===== config.mk =====
export PLATFORM = sky130hd
export DESIGN_NAME = fdc_autopd_seq
export DESIGN_NICKNAME = d
export VERILOG_FILES = /design/src/rtl/apd_pkg.sv /design/src/rtl/apd_idle_check.sv /design/src/rtl/apd_wake_decode.sv /design/src/rtl/apd_idle_timer.sv /design/src/rtl/fdc_autopd_seq.sv
export SDC_FILE = /design/constraint.sdc
export NUM_CORES = 1
export LEC_CHECK = 0
export ABC_AREA = 1
export CAP_MARGIN = 20
export CELL_PAD_IN_SITES_DETAIL_PLACEMENT = 0
export CELL_PAD_IN_SITES_GLOBAL_PLACEMENT = 1
export CORE_UTILIZATION = 32
export DETAILED_ROUTE_END_ITERATION = 12
export PLACE_DENSITY = 0.83
export REMOVE_ABC_BUFFERS = 1
export SYNTH_ARGS = -nofsm -noshare
export SYNTH_HDL_FRONTEND = slang
export SYNTH_SLANG_ARGS = --single-unit

===== constraint.sdc =====
create_clock -name clk -period 1.6 [get_ports clk]
set_input_delay 0.24 -clock clk [delete_from_list [all_inputs] [get_ports clk]]
set_output_delay 0.24 -clock clk [all_outputs]
set_load 0.02 [all_outputs]

===== src/rtl/apd_pkg.sv =====
package apd_pkg;

    typedef enum logic [1:0] {
        ST_WAKE_OFF    = 2'd0,
        ST_ARMED       = 2'd1,
        ST_AUTO_DOWN   = 2'd2,
        ST_DIRECT_DOWN = 2'd3
    } apd_state_e;

    typedef enum logic [1:0] {
        WK_NONE   = 2'b00,
        WK_RESET  = 2'b01,
        WK_RESUME = 2'b10
    } wake_e;

endpackage


===== src/rtl/apd_idle_check.sv =====
module apd_idle_check #(
    parameter int              NUM_DRV  = 4,
    parameter int              DW       = 8,
    parameter logic [DW-1:0]   MSR_IDLE = 8'h80
) (
    input  logic [NUM_DRV-1:0] motor_en,
    input  logic [DW-1:0]      msr,
    input  logic               fdc_int,
    input  logic               hut_expired,
    output logic               idle_ok
);

    logic motors_off;
    logic status_quiet;

    always_comb begin
        motors_off   = (motor_en == '0);
        status_quiet = (msr == MSR_IDLE) && !fdc_int;
        idle_ok      = motors_off && status_quiet && hut_expired;
    end

endmodule


===== src/rtl/apd_wake_decode.sv =====
module apd_wake_decode #(
    parameter int NUM_DRV   = 4,
    parameter int MOTOR_LSB = 4,
    parameter int DW        = 8
) (
    input  logic          bus_rd,
    input  logic          bus_wr,
    input  logic          sel_dor,
    input  logic          sel_msr,
    input  logic          sel_data,
    input  logic [DW-1:0] wdata,
    input  logic          hw_reset,
    input  logic          dor_srst,
    input  logic          dsr_srst,
    output logic          rst_hit,
    output logic          resume_hit
);

    logic [NUM_DRV-1:0] motor_set;

    for (genvar d = 0; d < NUM_DRV; d++) begin : g_motor
        assign motor_set[d] = wdata[MOTOR_LSB + d];
    end

    logic dor_motor_wr;
    logic msr_read;
    logic data_touch;

    always_comb begin
        dor_motor_wr = bus_wr && sel_dor && (motor_set != '0);
        msr_read     = bus_rd && sel_msr;
        data_touch   = (bus_rd || bus_wr) && sel_data;
        resume_hit   = dor_motor_wr || msr_read || data_touch;
        rst_hit      = hw_reset || dor_srst || dsr_srst;
    end

endmodule


===== src/rtl/apd_idle_timer.sv =====
module apd_idle_timer #(
    parameter int TICKS = 1_000_000
) (
    input  logic clk,
    input  logic rst_n,
    input  logic run,
    output logic done,
    output logic running
);

    localparam int            CW   = $clog2(TICKS + 1);
    localparam logic [CW-1:0] LAST = CW'(TICKS);

    logic [CW-1:0] cnt_q;

    always_ff @(posedge clk or negedge rst_n) begin
        if (!rst_n) begin
            cnt_q <= '0;
        end else if (!run) begin
            cnt_q <= '0;
        end else if (cnt_q != LAST) begin
            cnt_q <= cnt_q + 1'b1;
        end
    end

    always_comb begin
        done    = (cnt_q == LAST);
        running = run && !done;
    end

    // the count never passes the limit
    assert_cnt_bounded_R2: assert property (@(posedge clk) disable iff (!rst_n)
        cnt_q <= LAST);

    // a running count advances by exactly one
    assert_cnt_step_R2: assert property (@(posedge clk) disable iff (!rst_n)
        (run && cnt_q != LAST) |=> (cnt_q == $past(cnt_q) + 1'b1));

    // a broken idle stretch leaves the counter at zero
    assert_cnt_clear_R5: assert property (@(posedge clk) disable iff (!rst_n)
        !run |=> (cnt_q == '0));

endmodule


===== src/rtl/fdc_autopd_seq.sv =====
module fdc_autopd_seq
    import apd_pkg::*;
#(
    parameter int TICKS_10MS = 1_000_000,
    parameter int NUM_DRV    = 4,
    parameter int MOTOR_LSB  = 4,
    parameter int DW         = 8
) (
    input  logic               clk,
    input  logic               rst_n,
    input  logic               auto_pd_en,
    input  logic               direct_pd_req,
    input  logic [NUM_DRV-1:0] motor_en,
    input  logic [DW-1:0]      msr,
    input  logic               fdc_int,
    input  logic               hut_expired,
    input  logic               bus_rd,
    input  logic               bus_wr,
    input  logic               sel_dor,
    input  logic               sel_msr,
    input  logic               sel_data,
    input  logic [DW-1:0]      wdata,
    input  logic               hw_reset,
    input  logic               dor_srst,
    input  logic               dsr_srst,
    output logic               pd_out,
    output logic [1:0]         wake_type,
    output logic               timer_run,
    output logic               timer_done
);

    localparam int MOTOR_TOP = MOTOR_LSB + NUM_DRV;

    initial begin
        if (MOTOR_TOP > DW) $error("motor field does not fit in the data width");
    end

    logic       idle_ok;
    logic       rst_hit;
    logic       resume_hit;
    logic       tmr_run;
    logic       tmr_done;
    logic       tmr_running;

    apd_state_e state_q;
    apd_state_e state_d;
    apd_state_e awake_tgt;
    wake_e      wake_d;

    apd_idle_check #(
        .NUM_DRV (NUM_DRV),
        .DW      (DW),
        .MSR_IDLE(DW'(8'h80))
    ) u_idle (
        .motor_en   (motor_en),
        .msr        (msr),
        .fdc_int    (fdc_int),
        .hut_expired(hut_expired),
        .idle_ok    (idle_ok)
    );

    apd_wake_decode #(
        .NUM_DRV  (NUM_DRV),
        .MOTOR_LSB(MOTOR_LSB),
        .DW       (DW)
    ) u_wake (
        .bus_rd    (bus_rd),
        .bus_wr    (bus_wr),
        .sel_dor   (sel_dor),
        .sel_msr   (sel_msr),
        .sel_data  (sel_data),
        .wdata     (wdata),
        .hw_reset  (hw_reset),
        .dor_srst  (dor_srst),
        .dsr_srst  (dsr_srst),
        .rst_hit   (rst_hit),
        .resume_hit(resume_hit)
    );

    apd_idle_timer #(
        .TICKS(TICKS_10MS)
    ) u_timer (
        .clk    (clk),
        .rst_n  (rst_n),
        .run    (tmr_run),
        .done   (tmr_done),
        .running(tmr_running)
    );

    // next state and wake code
    always_comb begin
        awake_tgt = auto_pd_en ? ST_ARMED : ST_WAKE_OFF;
        state_d   = state_q;
        wake_d    = WK_NONE;
        unique case (state_q)
            ST_WAKE_OFF: begin
                if (rst_hit)            state_d = awake_tgt;
                else if (direct_pd_req) state_d = ST_DIRECT_DOWN;
                else if (auto_pd_en)    state_d = ST_ARMED;
            end
            ST_ARMED: begin
                if (rst_hit)                   state_d = awake_tgt;
                else if (direct_pd_req)        state_d = ST_DIRECT_DOWN;
                else if (!auto_pd_en)          state_d = ST_WAKE_OFF;
                else if (idle_ok && tmr_done)  state_d = ST_AUTO_DOWN;
            end
            ST_AUTO_DOWN: begin
                if (rst_hit) begin
                    state_d = awake_tgt;
                    wake_d  = WK_RESET;
                end else if (direct_pd_req) begin
                    state_d = ST_DIRECT_DOWN;
                end else if (resume_hit) begin
                    state_d = awake_tgt;
                    wake_d  = WK_RESUME;
                end else if (!auto_pd_en) begin
                    state_d = ST_WAKE_OFF;
                    wake_d  = WK_RESUME;
                end
            end
            ST_DIRECT_DOWN: begin
                if (rst_hit) begin
                    state_d = awake_tgt;
                    wake_d  = WK_RESET;
                end
            end
            default: state_d = ST_WAKE_OFF;
        endcase
        tmr_run = (state_q == ST_ARMED) && (state_d == ST_ARMED) && idle_ok && !rst_hit;
    end

    // state register
    always_ff @(posedge clk or negedge rst_n) begin
        if (!rst_n) state_q <= ST_WAKE_OFF;
        else        state_q <= state_d;
    end

    // outputs
    always_comb begin
        pd_out     = ((state_q == ST_AUTO_DOWN) || (state_q == ST_DIRECT_DOWN))
                     && (wake_d == WK_NONE);
        wake_type  = wake_d;
        timer_run  = tmr_running;
        timer_done = tmr_done;
    end

    // auto powerdown is only entered from a fully idle, expired stretch
    assert_enter_idle_R3: assert property (@(posedge clk) disable iff (!rst_n)
        (state_q == ST_AUTO_DOWN && $past(state_q) == ST_ARMED) |-> $past(idle_ok && tmr_done));

    // a raised interrupt blocks entry into auto powerdown
    assert_int_blocks_R4: assert property (@(posedge clk) disable iff (!rst_n)
        (state_q == ST_ARMED && fdc_int && !direct_pd_req) |=> (state_q != ST_AUTO_DOWN));

    // direct powerdown is left only through a reset source
    assert_direct_holds_R10: assert property (@(posedge clk) disable iff (!rst_n)
        (state_q == ST_DIRECT_DOWN && !rst_hit) |=> (state_q == ST_DIRECT_DOWN));

    // never both wake codes at once
    assert_wake_onehot_R11: assert property (@(posedge clk) disable iff (!rst_n)
        $onehot0(wake_type));

    // the cycle after a wake finds the block awake
    assert_wake_lands_awake_R11: assert property (@(posedge clk) disable iff (!rst_n)
        (wake_type != 2'b00) |=> (state_q == ST_ARMED || state_q == ST_WAKE_OFF));

    // a wake code never coincides with the powerdown level
    assert_pd_drops_R7: assert property (@(posedge clk) disable iff (!rst_n)
        (wake_type != 2'b00) |-> !pd_out);

endmodule


Word-level counts from Yosys, hierarchy flattened
Index checks and enable logic that the tools add are counted.

Flip-flop bits (word level): 22. Output and inout bits: 5.

$add $sub $neg: 1. Equality and inequality tests: 8. Mux-type cells: 22. Reduce and logical (&&, ||, !) cells: 26.

Operators with widths (number): 20-bit two-way mux (2); 2-bit two-way mux (16); 20-bit by 1-bit adder with 20-bit output (second input constant) (1); 20-bit == test (second input constant) (1); 20-bit inequality test (second input constant) (1); 1-bit logical AND (13); 8-bit == test (second input constant) (1); 2-bit one-hot mux with 4 select lines (1); 1-bit logical OR (6); 2-bit by 1-bit == test with 1-bit output (second input constant) (2); 2-bit == test (second input constant) (2); 2-bit zero test (2); 4-bit zero test (1); 2-bit one-hot mux with 2 select lines (1); 4-bit nonzero test (1); 1-bit zero test (3); 1-bit two-way mux (2); 2-bit inequality test (second input constant) (1).

Depth between registers and ports, before layout
Gate-level depths: netlist of run 1.

Depth after elaboration: 15. Gate-level depth with buffers: 14.

Hierarchy
Synthesis of run 1 repeated with hierarchy kept, for this count alone.

Cells, all modules: 265. Area, all modules: 1657.8 µm².

Modules (own cells, without submodules): apd_idle_timer (instances 1, cells an instance 193, area an instance 1312.5 µm²); fdc_autopd_seq (instances 1, cells an instance 39, area an instance 215.2 µm²); apd_idle_check (instances 1, cells an instance 18, area an instance 71.3 µm²); apd_wake_decode (instances 1, cells an instance 15, area an instance 58.8 µm²).

Worst setup path before layout of run 1
No wires, ideal clock.

Path type: register -> register. From: register u_timer.cnt_q[0]. To: register u_timer.cnt_q[2]. Setup time: 128 ps. Data arrival time: 1951 ps. Setup slack: -479 ps. Stages on the path, launching flop included: 10. Buffers on the path: 0. Clock period less this slack: 2079 ps. Cell sequence: dfrtp_1 inv_2 ha_1 nand2_1 nor3_1 nand3_1 nor4_1 o21ai_0 o21ai_0 nor2_4.

Longest elaborated chain between the ends: 12.

Ends and longest elaborated chain: start: declaration (line apd_idle_timer.sv:14) `logic [CW-1:0] cnt_q;`; start signal: assignment (line apd_idle_timer.sv:22) `cnt_q <= cnt_q + 1'b1;`; 20-bit == test * (line apd_idle_timer.sv:27) `done = (cnt_q == LAST);`; named net timer_done (line fdc_autopd_seq.sv:29) `output logic timer_done`; 1-bit logical AND * (line fdc_autopd_seq.sv:105) `else if (idle_ok && tmr_done) state_d = ST_AUTO_DOWN;`; 2-bit two-way mux * (line fdc_autopd_seq.sv:105); 2-bit two-way mux * (line fdc_autopd_seq.sv:104) `else if (!auto_pd_en) state_d = ST_WAKE_OFF;`; 2-bit two-way mux * (line fdc_autopd_seq.sv:103) `else if (direct_pd_req) state_d = ST_DIRECT_DOWN;`; 2-bit two-way mux * (line fdc_autopd_seq.sv:102) `if (rst_hit) state_d = awake_tgt;`; 2-bit one-hot mux with 4 select lines * (line fdc_autopd_seq.sv:95) `unique case (state_q)`; 2-bit by 1-bit == test with 1-bit output * (line fdc_autopd_seq.sv:129) `tmr_run = (state_q == ST_ARMED) && (state_d == ST_ARMED) && idle_ok && !rst_hit;`; 1-bit logical AND * (3 in series) (line fdc_autopd_seq.sv:129); 2-bit inequality test (no source line) or 20-bit two-way mux (tied branches).

Mark *: on every way through the listed nets, which the timed path passes. The rest lies on a longest branch. The select of a mux whose other input is x is not followed. A chain may end at the register's enable or synchronous reset.

Worst setup path after layout of run 1
From: register u_timer.cnt_q[1]. To: output timer_run.

Longest elaborated chain between the ends: 12.

Ends and longest elaborated chain: 20-bit == test * (line apd_idle_timer.sv:27); 1-bit logical AND (line fdc_autopd_seq.sv:105); 2-bit two-way mux (line fdc_autopd_seq.sv:105); 2-bit two-way mux (line fdc_autopd_seq.sv:104); 2-bit two-way mux (line fdc_autopd_seq.sv:103); 2-bit two-way mux (line fdc_autopd_seq.sv:102); 2-bit one-hot mux with 4 select lines (line fdc_autopd_seq.sv:95); 2-bit by 1-bit == test with 1-bit output (line fdc_autopd_seq.sv:129); 1-bit logical AND (3 in series) (line fdc_autopd_seq.sv:129); 1-bit logical AND * (line apd_idle_timer.sv:28) `running = run && !done;`; end: declaration (line fdc_autopd_seq.sv:28) `output logic timer_run,`.

Mark *: on every way between the ends. The rest lies on a longest branch, timed or not.

==> impl_metrics.tcl, run 1 <==
set metrics [dict create \
    vias 1651 \
    regToRegSetupSlack_ns -0.26 \
    drc 0 \
    avgViaCountPerCell 4.37 \
    violations "setup timing" \
    maxCapViolCount 0 \
    wl_per_cell_um 10.9 \
    ant_nets 0 \
    clkPwrFrac_pct 33.8 \
    wirelength_mm 4.10 \
    yosysTopAreaCell "dfrtp_1" \
    ir_drop_mv 0.192 \
    die_area_um2 5280 \
    p_comb_share_pct 18.2 \
    dpl.cell_count 365 \
    io_buffers 34 \
    place.gp.congestion 0.803 \
    fmax_mhz 509 \
    power_frac_seq_pct 48.1 \
    ctsHoldBuffers 0 \
    hpwl_mm 3.09 \
    start_kind "register" \
    initialDrtViolationCount 84 \
    drt_first_pass_iters 4 \
    die_x_um 72.7 \
    most-common-layout-cells "buf_4, nor2_1, nand2_1" \
    core_area_um2 4750 \
    placed_cell_area_um2 2420 \
    fin_crit_ns 1.97 \
    htree_num_levels 1 \
    sw_frac_of_total_pct 25.4 \
    gr-total-overflow 0 \
    critPathCaptureType "primary output" \
    final_common_cell "buf_4" \
    max_slew_margin_pct 78.4 \
    cts_root_buf "clkbuf_8" \
    pre_cts_slack_ns -0.898 \
    r2r-end "u_timer.cnt_q[15]" \
    design_area_um2 2700 \
    die_h_um 72.7 \
    yosysWarnings 0 \
    ios 39 \
    yosysSeqAreaShare_pct 34.4 \
    initial_utilization_pct 33.6 \
    rr_startpoint "u_timer.cnt_q[1]" \
    insertion_delay_ns 0.26 \
    synthTopCellsByArea "dfrtp_1, nor2_1, nand2_1" \
    p_sw_uw 305 \
    hold_class "in2async" \
    crit_type "reg2out" \
    yosysUniqueCellTypes 30 \
    tightest_slew_ns 0.320 \
    rows 25 \
    final_net_count 348 \
    utilization_pct 56.8 \
    setup_viol 22 \
    final.period_utilization_pct 123 \
    required_ns 1.36 \
    syn_avg_cell_area_um2 7.51 \
    power_density_nw_per_um2 445 \
    worstRegToRegCells 15 \
    fin_cells 378 \
    yosys.area.top_type_share_pct 34.4 \
    grt_pass1_wl_mm 6.71 \
    clockBufferDepth 2 \
    grt_usage_pct 16.2 \
    diodes 0 \
    fin_ws_ns -0.365 \
    antenna_found_initial 0 \
    grt_pass1_vias 1645 \
    clock-sinks 22 \
    cts_buffers 3 \
    hold_viol 0 \
    setup_tns_ns -5.31 \
    netlist_area_um2 1600 \
    final_max_slew_viol_count 0 \
    clkTransAtPathRegs_ns 0.09 \
    cp_max_fo 2 \
    status "complete, but fails checks" \
    cp_data_arrival_time_ns 1.73 \
    p_int_uw 897 \
    syn2layout_area_growth_pct 68.9 \
    tritoncts "done" \
    drive_above_1_share_pct 44.1 \
    fillers 463 \
    ys_seq_elements 22 \
    leakage_uw 0.00122 \
    syn_inst 213 \
    fin_worst_skew_ns 0.00569 \
    rsz0062_at_grt "yes" \
    grt_max_degree 23 \
]
per-layer routing:
layer  wire length [µm]  vias up  share of wire (%)  global-route usage [%]
met5                  0        -                  0                       0
met1               1770      744                 43                    19.3
met3                186        4                4.5                    1.80
met2               2100       32                 51                    30.1
li1                   -      871                  -                       -
met4                 41        0                1.0                    5.66
worst max-delay path: stages (launching register included):
cell     delay, ns
dfrtp_1       0.39
inv_2         0.08
ha_4          0.15
nand2_4       0.06
nor2_4        0.09
nand3_2       0.08
nor2_1        0.10
o21ai_1       0.08
nand2_1       0.06
nand3_1       0.08
nand2_2       0.11
nor2_4        0.04
buf_6         0.12
synthesized netlist by cell type, drive strengths merged:
library cell and number:
or2 2, nor3 9, o21ai 8, a21oi 2, buf 1, nand3 16, a31o 1, clkinv 1
dfrtp 22, nor2 57, o22ai 1, nor4 5, nand4 3, a31oi 1, ha 2, xor2 11
nand2 38, o211ai 1, o21bai 1, inv 31
how the worst max path moves through the flow:
stage                     start                to  slack, ns  depth (start not counted)
2_1_floorplan  u_timer.cnt_q[0]  u_timer.cnt_q[2]      -0.48                          9
3_3_place_gp             msr[3]         timer_run      -0.88                          8
3_5_place_dp             msr[3]         timer_run      -0.90                          8
4_1_cts                  msr[7]         timer_run      -0.42                          8
5_1_grt        u_timer.cnt_q[7]         timer_run      -0.50                         11
6_report       u_timer.cnt_q[1]         timer_run      -0.37                         12
per-stage QoR:
stage	hold slack, ns	power [µW]
global route	0.358	1260
detailed placement	0.552	791
global placement	0.542	789
finish	0.316	1200
CTS	0.320	1210
floorplan	-0.0556	661
flip-flops by register name, indices dropped and copies added, names as in the netlist:
name / count
state_q: 2
u_timer.cnt_q: 20
power by group through the flow:
stage          sequential (µW)  clock [µW]  combinational (µW)
2_1_floorplan              585           0                76.8
4_1_cts                    578         421                 213
3_5_place_dp               587           0                 203
5_1_grt                    578         445                 240
3_3_place_gp               588           0                 201
6_report                   578         406                 218
layout make-up:
cell class                      count  area [µm²]  area share [%]
Clock buffer                        4        55.1            2.04
Inverter                           32         126            4.68
Multi-Input combinational cell    158        1060            39.3
Sequential cell                    22         552            20.4
Tap cell                           67        83.8            3.10
Timing Repair Buffer               95         821            30.4
logic make-up after synthesis:
family / after synthesis / synth area share [%]
simple gates: 130 / 43.6
buf+inv: 33 / 9.00
xor+xnor: 11 / 6.02
fa+ha+maj: 2 / 1.56
flops: 22 / 34.4
compound gates: 15 / 5.40
timing repair:
item / CTS / global route
setup endpoints to repair: 25 / 25
setup buffers: 6 / 4
pin swaps: 16 / 17
gates resized for setup: 71 / 29
hold endpoints to repair: 0 / 0
Note: power is estimated with default switching activity, not from simulation.
==> run 2, diff against run 1 <==
REMOVE_ABC_BUFFERS = unset   (was 1)
TNS_END_PERCENT = 10   (was unset)
==> run 2 against run 1 <==
  * The flow still finishes with violations (setup timing)
  * Final cell count grew 2.4%
  * First-iteration DRC count shrank 23%
  * Clock power shrank 13%
  * Register-to-register slack is essentially flat
  * Largest cell class unchanged
  * Largest power group unchanged
  * Highest routed layer unchanged
==> impl_metrics.tcl, run 2 (synthesized netlist as in run 1, its figures left out) <==
set metrics [dict create \
    regToRegSetupSlack_ns -0.25 \
    final_net_count 358 \
    fin_ws_ns -0.349 \
    tritoncts "done" \
    rsz0062_at_grt "yes" \
    core_area_um2 4750 \
    crit_type "reg2out" \
    required_ns 1.36 \
    regMostFlops "u_timer.cnt_q" \
    slowest_delay_ns 0.39 \
    reg.largest.list "u_timer.cnt_q (20), state_q (2)" \
    power_density_nw_per_um2 430 \
    io_buffers 34 \
    fin_worst_skew_ns 0.00166 \
    ir_drop_mv 0.398 \
    design_area_um2 2710 \
    hold_class "in2async" \
    status "complete, but fails checks" \
    crit_family "simple AND/OR/NAND/NOR gates" \
    syn2layout_area_growth_pct 69.4 \
    final_common_cell "buf_4" \
    die_h_um 72.7 \
    vias 1666 \
    initial_utilization_pct 33.6 \
    die_x_um 72.7 \
    gr-total-overflow 0 \
    diodes 0 \
    grt_pass1_wl_mm 6.69 \
    ctsHoldBuffers 0 \
    final_max_slew_viol_count 0 \
    initialDrtViolationCount 65 \
    hold_viol 0 \
    clkTransAtPathRegs_ns 0.08 \
    wirelength_mm 4.12 \
    ios 39 \
    worstRegToRegCells 13 \
    drive_above_1_share_pct 40.3 \
    htree_num_levels 1 \
    critPathSlowestCell "dfrtp_1" \
    crit_buf_inv 2 \
    r2r-end "u_timer.cnt_q[19]" \
    setup_viol 25 \
    fmax_mhz 513 \
    drt_first_pass_iters 4 \
    insertion_delay_ns 0.26 \
    clockBufferDepth 2 \
    setup_tns_ns -5.07 \
    rows 25 \
    wl_per_cell_um 10.6 \
    clock-sinks 22 \
    most-common-layout-cells "buf_4, nor2_1, nand2_1" \
    fin_cells 387 \
    grt_max_degree 23 \
    cts_root_buf "clkbuf_8" \
    critPathCaptureType "primary output" \
    maxCapViolCount 0 \
    grt_pass1_vias 1619 \
    placed_cell_area_um2 2510 \
    syn_nets 249 \
    drc 0 \
    largest_reg_flops 20 \
    dpl.cell_count 374 \
    max_slew_margin_pct 76.8 \
    final.period_utilization_pct 122 \
    rr_startpoint "u_timer.cnt_q[0]" \
    whs_ns 0.321 \
    violations "setup timing" \
    cts_buffers 3 \
    start_kind "register" \
    leakage_uw 0.00125 \
    tightest_slew_ns 0.344 \
    antenna_found_initial 0 \
    avgViaCountPerCell 4.30 \
    hpwl_mm 3.20 \
    ant_nets 0 \
    path_cells "inv_2 -> ha_4 -> nand2_2 -> nor2_2 -> nand3_2 -> o21bai_1 -> nand2_1 -> nand2_1 -> nand2_2 -> nand4_4 -> nor2_4 -> buf_6" \
    cp_data_arrival_time_ns 1.71 \
    grt_usage_pct 16.2 \
    die_area_um2 5280 \
    fin_crit_ns 1.95 \
    cp_max_fo 2 \
    fillers 451 \
    total_power_uw 1170 \
    place.gp.congestion 0.790 \
]
[run 2: area by class of cell]
class	count	area (µm²)	share of cell area, %
clock buffer	3	41.3	1.52
inverter	32	126	4.67
multi-input combinational	158	1010	37.4
sequential	22	551	20.3
tap	67	83.8	3.09
timing repair buffer	105	895	33.0
[run 2: worst max-delay path by stage]
stage | depth (start not counted) | slack [ns] | start | to
after floorplan | 14 | -0.15 | u_timer.cnt_q[0] | u_timer.cnt_q[13]
after global placement | 8 | -0.96 | msr[3] | timer_run
after detailed placement | 8 | -0.90 | msr[3] | timer_run
after CTS | 12 | -0.42 | u_timer.cnt_q[0] | timer_run
after global routing | 11 | -0.45 | u_timer.cnt_q[11] | timer_run
final | 12 | -0.35 | u_timer.cnt_q[1] | timer_run
[run 2: worst register-to-register path, cell delays in order, from the launching register on]
cell and delay (ns):
dfrtp_1 0.37, inv_2 0.06, buf_4 0.12, buf_4 0.13, nor3_4 0.19, nand2_2 0.09
nor2_4 0.12, nand3_4 0.10, nor3_4 0.17, nand3_2 0.09, clkinv_2 0.07, nand2_2 0.05
o21ai_1 0.12, nor2_1 0.06
[run 2: what timing repair did]
action	4_1_cts	5_1_grt
setup endpoints to repair	26	27
gates resized for setup	38	16
cloned	0	0
pin swaps	12	15
buffers inserted	4	6
[run 2: metrics by stage]
| stage | setup slack (ns) | utilization [%] |
|---|---|---|
| floorplan | -0.147 | - |
| global placement | -0.956 | 52.9 |
| detailed placement | -0.898 | 52.9 |
| CTS | -0.423 | 55.1 |
| global route | -0.455 | 57.0 |
| finish | -0.349 | 57.0 |
[run 2: report_power, final]
group	leakage, µW	switching [µW]	internal, µW	total [µW]
clock network	0.0000216	184	168	353
logic	0.000925	103	134	237
registers	0.000305	10.8	565	576
[run 2: metal layers]
layer  wire (µm)  part of all wire [%]  global-route usage (%)  vias to the layer above
met5           0                     0                       0                        -
met4          74                   1.8                    6.54                        0
met3         263                   6.4                    2.49                        8
met2        2000                    49                    29.6                       37
met1        1780                    43                    18.9                      734
li1            -                     -                       -                      887
